===== config.mk =====
export PLATFORM = sky130hd
export DESIGN_NAME = tmr_cmp_chan
export DESIGN_NICKNAME = d
export VERILOG_FILES = /design/src/rtl/tcc_pkg.sv /design/src/rtl/tcc_cfg_regs.sv /design/src/rtl/tcc_cv_store.sv /design/src/rtl/tcc_ref_gen.sv /design/src/rtl/tmr_cmp_chan.sv
export SDC_FILE = /design/constraint.sdc
export NUM_CORES = 1
export LEC_CHECK = 0
export ABC_AREA = 1
export BUFFER_PORTS_ARGS = -buffer_cell sky130_fd_sc_hd__buf_2
export CAP_MARGIN = 20
export CORE_UTILIZATION = 59
export DETAILED_ROUTE_END_ITERATION = 7
export PLACE_DENSITY_LB_ADDON = 0.05
export SYNTH_ARGS = -nofsm -noshare
export SYNTH_HDL_FRONTEND = slang
export SYNTH_HIERARCHICAL = 1
export SYNTH_SLANG_ARGS = --single-unit

===== constraint.sdc =====
create_clock -name clk -period 4.4 [get_ports clk]
set_input_delay 1.1 -clock clk [delete_from_list [all_inputs] [get_ports clk]]
set_output_delay 1.1 -clock clk [all_outputs]
set_load 0.005 [all_outputs]

===== src/rtl/tcc_pkg.sv =====
package tcc_pkg;

  localparam int unsigned ARITH_W = 32;

  typedef enum logic [2:0] {
    MODE_FROZEN = 3'b000,
    MODE_SET    = 3'b001,
    MODE_CLR    = 3'b010,
    MODE_TOG    = 3'b011,
    MODE_FLO    = 3'b100,
    MODE_FHI    = 3'b101,
    MODE_PWM0   = 3'b110,
    MODE_PWM1   = 3'b111
  } tcc_mode_e;

  // PWM level for a zero-extended count and compare value.
  function automatic logic pwm_level(input logic [ARITH_W-1:0] cnt,
                                     input logic [ARITH_W-1:0] cv,
                                     input logic down,
                                     input logic inv);
    logic hi;
    hi = down ? (cnt <= cv) : (cnt < cv);
    return hi ^ inv;
  endfunction

  function automatic logic cfg_locked(input logic [1:0] prot,
                                      input logic [1:0] msel);
    return (prot == 2'b11) && (msel == 2'b00);
  endfunction

endpackage


===== src/rtl/tcc_cfg_regs.sv =====
module tcc_cfg_regs
  import tcc_pkg::*;
(
  input  logic      clk,
  input  logic      rst,
  input  logic      cfg_we,
  input  logic [2:0] cfg_mode,
  input  logic      cfg_shadow_en,
  input  logic      cfg_clr_en,
  input  logic [1:0] prot_lvl,
  input  logic [1:0] chan_msel,
  output tcc_mode_e mode_q,
  output logic      shadow_en_q,
  output logic      clr_en_q
);

  logic wr_blocked;
  assign wr_blocked = cfg_locked(prot_lvl, chan_msel);

  always_ff @(posedge clk) begin
    if (rst) begin
      mode_q      <= MODE_FROZEN;
      shadow_en_q <= 1'b0;
      clr_en_q    <= 1'b0;
    end else if (cfg_we) begin
      clr_en_q <= cfg_clr_en;
      if (!wr_blocked) begin
        mode_q      <= tcc_mode_e'(cfg_mode);
        shadow_en_q <= cfg_shadow_en;
      end
    end
  end

  a_r11_lock_holds: assert property (@(posedge clk) disable iff (rst)
    (cfg_we && wr_blocked) |=> ($stable(mode_q) && $stable(shadow_en_q)));

  a_r11_open_write: assert property (@(posedge clk) disable iff (rst)
    (cfg_we && !wr_blocked) |=> (mode_q == $past(cfg_mode)));

endmodule


===== src/rtl/tcc_cv_store.sv =====
module tcc_cv_store #(
  parameter int unsigned CNT_W = 16
) (
  input  logic             clk,
  input  logic             rst,
  input  logic             shadow_en,
  input  logic             cv_we,
  input  logic [CNT_W-1:0] cv_wdata,
  input  logic             upd_evt,
  output logic [CNT_W-1:0] cv_act,
  output logic [CNT_W-1:0] cv_shadow
);

  logic load_active;
  assign load_active = shadow_en && upd_evt;

  always_ff @(posedge clk) begin
    if (rst) begin
      cv_shadow <= '0;
      cv_act    <= '0;
    end else begin
      if (cv_we) cv_shadow <= cv_wdata;
      if (load_active)            cv_act <= cv_shadow;
      else if (!shadow_en && cv_we) cv_act <= cv_wdata;
    end
  end

  a_r9_shadow_holds: assert property (@(posedge clk) disable iff (rst)
    (shadow_en && !upd_evt) |=> $stable(cv_act));

  a_r9_update_loads: assert property (@(posedge clk) disable iff (rst)
    (shadow_en && upd_evt) |=> (cv_act == $past(cv_shadow)));

  a_r10_direct_write: assert property (@(posedge clk) disable iff (rst)
    (!shadow_en && cv_we) |=> (cv_act == $past(cv_wdata)));

endmodule


===== src/rtl/tcc_ref_gen.sv =====
module tcc_ref_gen
  import tcc_pkg::*;
#(
  parameter int unsigned CNT_W = 16
) (
  input  logic             clk,
  input  logic             rst,
  input  tcc_mode_e        mode,
  input  logic             cnt_en,
  input  logic [CNT_W-1:0] cnt_val,
  input  logic             cnt_down,
  input  logic [CNT_W-1:0] cv_act,
  input  logic             clr_en,
  input  logic             etr_clr,
  output logic             ref_q
);

  logic cmp_hit;
  logic clr_hold;
  logic pwm_lvl;
  logic ref_nxt;

  assign cmp_hit  = cnt_en && (cnt_val == cv_act);
  assign clr_hold = clr_en && etr_clr;
  assign pwm_lvl  = pwm_level(ARITH_W'(cnt_val), ARITH_W'(cv_act), cnt_down,
                              mode == MODE_PWM1);

  always_comb begin
    ref_nxt = ref_q;
    if (clr_hold) begin
      ref_nxt = 1'b0;
    end else begin
      unique case (mode)
        MODE_FROZEN: ref_nxt = ref_q;
        MODE_SET:    if (cmp_hit) ref_nxt = 1'b1;
        MODE_CLR:    if (cmp_hit) ref_nxt = 1'b0;
        MODE_TOG:    if (cmp_hit) ref_nxt = !ref_q;
        MODE_FLO:    ref_nxt = 1'b0;
        MODE_FHI:    ref_nxt = 1'b1;
        MODE_PWM0,
        MODE_PWM1:   ref_nxt = pwm_lvl;
        default:     ref_nxt = ref_q;
      endcase
    end
  end

  always_ff @(posedge clk) begin
    if (rst) ref_q <= 1'b0;
    else     ref_q <= ref_nxt;
  end

  a_r2_frozen_holds: assert property (@(posedge clk) disable iff (rst)
    (mode == MODE_FROZEN && !clr_hold) |=> $stable(ref_q));

  a_r3_set_on_hit: assert property (@(posedge clk) disable iff (rst)
    (mode == MODE_SET && cmp_hit && !clr_hold) |=> ref_q);

  a_r3_no_hit_no_change: assert property (@(posedge clk) disable iff (rst)
    ((mode == MODE_SET || mode == MODE_CLR) && !cmp_hit && !clr_hold) |=> $stable(ref_q));

  a_r4_toggle_flips: assert property (@(posedge clk) disable iff (rst)
    (mode == MODE_TOG && cmp_hit && !clr_hold) |=> (ref_q != $past(ref_q)));

  a_r5_force_low: assert property (@(posedge clk) disable iff (rst)
    (mode == MODE_FLO) |=> !ref_q);

  a_r5_force_high: assert property (@(posedge clk) disable iff (rst)
    (mode == MODE_FHI && !clr_hold) |=> ref_q);

  a_r8_clear_wins: assert property (@(posedge clk) disable iff (rst)
    clr_hold |=> !ref_q);

endmodule


===== src/rtl/tmr_cmp_chan.sv =====
module tmr_cmp_chan
  import tcc_pkg::*;
#(
  parameter int unsigned CNT_W = 16
) (
  input  logic             clk,
  input  logic             rst,
  input  logic             cnt_en,
  input  logic [CNT_W-1:0] cnt_val,
  input  logic             cnt_down,
  input  logic             upd_evt,
  input  logic             cfg_we,
  input  logic [2:0]       cfg_mode,
  input  logic             cfg_shadow_en,
  input  logic             cfg_clr_en,
  input  logic [1:0]       prot_lvl,
  input  logic [1:0]       chan_msel,
  input  logic             cv_we,
  input  logic [CNT_W-1:0] cv_wdata,
  input  logic             pol_main,
  input  logic             pol_comp,
  input  logic             etr_clr,
  output logic             ref_o,
  output logic             out_main,
  output logic             out_comp
);

  tcc_mode_e        mode_q;
  logic             shadow_en_q;
  logic             clr_en_q;
  logic [CNT_W-1:0] cv_act;
  logic [CNT_W-1:0] cv_shadow;

  tcc_cfg_regs u_cfg (
    .clk           (clk),
    .rst           (rst),
    .cfg_we        (cfg_we),
    .cfg_mode      (cfg_mode),
    .cfg_shadow_en (cfg_shadow_en),
    .cfg_clr_en    (cfg_clr_en),
    .prot_lvl      (prot_lvl),
    .chan_msel     (chan_msel),
    .mode_q        (mode_q),
    .shadow_en_q   (shadow_en_q),
    .clr_en_q      (clr_en_q)
  );

  tcc_cv_store #(.CNT_W(CNT_W)) u_cv (
    .clk       (clk),
    .rst       (rst),
    .shadow_en (shadow_en_q),
    .cv_we     (cv_we),
    .cv_wdata  (cv_wdata),
    .upd_evt   (upd_evt),
    .cv_act    (cv_act),
    .cv_shadow (cv_shadow)
  );

  tcc_ref_gen #(.CNT_W(CNT_W)) u_ref (
    .clk      (clk),
    .rst      (rst),
    .mode     (mode_q),
    .cnt_en   (cnt_en),
    .cnt_val  (cnt_val),
    .cnt_down (cnt_down),
    .cv_act   (cv_act),
    .clr_en   (clr_en_q),
    .etr_clr  (etr_clr),
    .ref_q    (ref_o)
  );

  assign out_main = ref_o ^ pol_main;
  assign out_comp = (!ref_o) ^ pol_comp;

endmodule


# --- After elaboration in Yosys (flattened, before gate mapping) ---
# Cells that the tools add are included.
totals:
  wordCells: 46
  in_bits: 51
  register_bits: 38
classes:
  n_reduce_logical: 14
  n_lt_le_gt_ge: 2
  eq_ne: 12
  mux: 7
  bitwise_logic: 5
op_table:
  columns: ["cell", "count"]
  rows:
  - ["16-bit two-way mux", 2]
  - ["16-bit equality test", 1]
  - ["16-bit less-or-equal comparator", 1]
  - ["16-bit < comparator", 1]
  - ["3-bit equality test, second input constant", 4]
  - ["3-bit by 2-bit equality test with 1-bit output, second input constant", 2]
  - ["2-bit by 1-bit != test with 1-bit output, second input constant", 3]
  - ["1-bit case mux with 6 select lines", 1]
  - ["1-bit logical AND", 5]
  - ["1-bit two-way mux", 4]
  - ["4-bit AND reduction", 1]
  - ["2-bit OR reduction", 2]
  - ["3-bit by 1-bit equality test with 1-bit output, second input constant", 1]
  - ["3-bit zero test", 1]
  - ["1-bit XOR", 3]
  - ["2-bit equality test, second input constant", 1]
  - ["1-bit zero test", 2]
  - ["2-bit zero test", 1]
  - ["1-bit NOT", 2]
  - ["2-bit AND reduction", 1]
  - ["2-bit nonzero test", 1]

# --- Logic depth before layout (Yosys ltp) ---
depth:
  word_depth: 4
  depth_mapped: 15
  ltp_nobuf: 15

# --- Hierarchy ---
# Netlist, hierarchy kept.
by_module_without_submodules:
  columns: ["module", "seq_area_each_um2", "n_inst", "cells_per_inst", "area_per_inst_um2"]
  rows:
  - ["tcc_cv_store", 640.6, 1, 231, 1607.8]
  - ["tcc_ref_gen", 20.0, 1, 90, 580.6]
  - ["tcc_cfg_regs", 100.1, 1, 34, 230.2]
  - ["tmr_cmp_chan", 0.0, 1, 9, 33.8]

# --- Worst setup path after synthesis ---
# Ideal clock, no wire load.
synth_timing:
  path_type: "input -> output"
  startpoint: "in pol_main"
  endpoint: "out out_main"
  required_time_ns: 3.300
  stages: 3
  path_buffers: 0
  arrival_time_ns: 1.231
  setup_slack_ns: 2.069
  cell_sequence: "inv_1 -> nand2_1 -> nand2_1"
synth_via:
  elab_chain_cells: 1
synth_rtl:
  columns: ["item", "line", "text"]
  rows:
  - ["start, declared", "tmr_cmp_chan.sv:20", "input logic pol_main,"]
  - ["1-bit XOR", "tmr_cmp_chan.sv:72", "assign out_main = ref_o ^ pol_main;"]
  - ["end, declared", "tmr_cmp_chan.sv:24", "output logic out_main,"]
# Every way passes these cells.

# --- Worst setup path in the final report ---
# Same ends and word-level chain as after synthesis.

==> out/metrics.cfg <==
[sta]
period_minus_slack_ns=2.54
relSlewSlack_pct=35.4
slew_violations=0
fin_hold_ws_ns=0.503
hold_violations=0
fin_crit_sh_pct=57.8
tightestPinTransition_ns=0.968
clock_skew_ns=0.00188
rsz0062_at_grt=no
fmax_mhz=393
fin_tns_setup_ns=0
setup_viol=0

[power]
pwr-share-comb_pct=23.9
swShare_pct=30.3
clockPowerShare_pct=29.1
cellLeakagePower_nw=1.44
p_sw_uw=253
ir_worst_vdd_mv=0.250
p_int_uw=583
power_frac_seq_pct=47.0
pwr_density_cell_mw_per_mm2=304
power_uw=836

[synth]
synth_top_area_cell=dfxtp_1
ys_ff_latch=38
synthTopCellsByArea=dfxtp_1 (31%), nand2_1 (12%), ha_1 (8.2%), nor2_1 (7.8%), nand3_1 (7.8%)
synth_fp_nets=431
syn_area_mm2=0.00245
yosys.area.top_type_share_pct=31.0
syn_inst=364
ys_seq_area_share_pct=31.0
avgSynthCellArea_um2=6.74
synth.distinct_cells=28
yosys_warnings=6

[clock_tree]
clk_pin_slew_worst_paths_ns=0.07
clock-sinks=38
clk_latency_ns=0.29
h-tree-depth=2
clockBufferDepth=2
cts_setup_buffers=0
cts_tree=done
cts.repair.resized=0
root_buffer=clkbuf_8
cts_hold_buf=0
numCtsBuffers=5

[placement]
portBuffers=53
dp.final_hpwl_um=3340
dp_cells=451
gp_congestion=0.715

[worst_setup_path]
worstSetupPathType=primary input to primary output
ff2ff_setup_slack_ns=2.65
endpoint_kind=primary output
rr_startpoint=u_cfg/shadow_en_q
required_ns=3.30
r2r_end=u_cv/cv_act[3]
r2r_cells=5
critPathArrivalTime_ns=1.44
setup.worst_path.start=pol_main
cp_max_fo=2
startpoint_type=primary input

[global_route]
grt_usage_pct=23.9
grt_overflow=0
grt_pass1_vias=1946
grt_pass1_wl_um=8090
grt_max_degree=34
antenna_found_initial=0

[cells_and_area]
fin_nets=475
diodes=0
fin_cells=459
nFillCells=373
final_layout_size_suffix_gt1_share_pct=25.7
area_growth_syn_to_layout_pct=12.0

[route]
vias_per_cell=4.92
drc=0
avgRoutedWirePerCell_um=10.2
vias=2257
finalWirelength_um=4700
drtPass1Iterations=4
ant_nets=0
drt-initial-drc-count=75

[die]
die_w_um=66.5
die_y_um=66.5
core_area_mm2=0.00400
initial_core_util_pct=61.3
io_pins=54
die-area_mm2=0.00442
row_count=23

[worst_hold_path]
min_delay_path_depth=2
hold_path_class=flop to flop
min_from=u_cv/cv_shadow[1]
holdPathEnd=u_cv/cv_shadow[1]

[flow_run]
maxCapViolations=0

[run_status]
status=finished clean

[placed cells by master, fill, tap and decap left out, types with 3 or more instances in the layout]
master / count
a21oi_1: 13
buf_2: 53
clkbuf_8: 6
dfxtp_1: 38
ha_1: 16
inv_1: 47
inv_2: 4
nand2_1: 78
nand2_2: 7
nand3_1: 38
nor2_1: 51
nor2_2: 22
nor2_4: 3
o21ai_0: 18
[area by class of cell]
cell class                 instances  area, um2  share of cell area (%)
multi-input combinational        256       1360                    49.3
sequential                        38        761                    27.7
timing repair buffer              53        265                    9.65
inverter                          54        213                    7.74
clock buffer                       7       86.3                    3.14
tap                               50       62.6                    2.28
clock inverter                     1       5.00                   0.182
[metal layers]
metal	vias to the layer above	GRT usage (%)	part of all wire, %
met4	0	8.51	1.0
li1	1209	-	-
met1	979	30.5	48
met3	5	5.99	5.4
met5	-	0	0
met2	64	38.8	46
[state kept, by name, indices dropped and copies added (netlist names)]
| register | flops |
|---|---|
| u_cfg/clr_en_q | 1 |
| u_cfg/mode_q | 3 |
| u_cfg/shadow_en_q | 1 |
| u_cv/cv_act | 16 |
| u_cv/cv_shadow | 16 |
| u_ref/ref_q | 1 |
[logic make-up after synthesis]
kind of cell	count (synthesis)	synth area share, %
DFF	38	31.0
adders and majority gates	16	8.16
AOI/OAI and AO/OA	36	7.86
and+or+nand+nor	204	39.2
buffers and inverters	70	13.7
[power by group through the flow]
stage	registers (mW)	logic, mW	clock network (mW)
2_1_floorplan	0.392	0.163	0
3_3_place_gp	0.400	0.195	0
3_5_place_dp	0.401	0.200	0
4_1_cts	0.393	0.201	0.253
5_1_grt	0.396	0.233	0.268
6_report	0.393	0.200	0.243
[cell usage after synthesis, drive strengths merged]
| library cell | instances |
|---|---|
| a22oi | 1 |
| clkbuf | 3 |
| a21oi | 13 |
| o21ai | 19 |
| nand2 | 86 |
| nand4 | 1 |
| buf | 13 |
| dfxtp | 38 |
| nor2 | 77 |
| nand3 | 40 |
| o21a | 1 |
| a21o | 1 |
| a211o | 1 |
| ha | 16 |
| inv | 54 |
[through the flow]
step	cell area (um2)	worst slack [ns]	utilization, %
after floorplan	2450	2.07	-
after global placement	2660	1.88	66.4
after detailed placement	2660	1.85	66.4
after CTS	2750	1.85	68.7
after global routing	2750	1.81	68.7
final	2750	1.86	68.7
[how the worst max path moves through the flow]
| stage | endpoint | slack (ns) | depth (start not counted) |
|---|---|---|---|
| floorplan | out_main | 2.07 | 3 |
| finish | out_main | 1.86 | 5 |
| detailed placement | out_main | 1.85 | 5 |
| global route | out_main | 1.81 | 5 |
| global placement | out_comp | 1.88 | 5 |
| CTS | out_main | 1.85 | 5 |
[worst max-delay path, cell delays in order]
cell	delay [ns]
buf_2	0.11
inv_1	0.05
nand2_1	0.04
nand2_1	0.05
buf_2	0.10
Power figures use the tool's default switching activity.
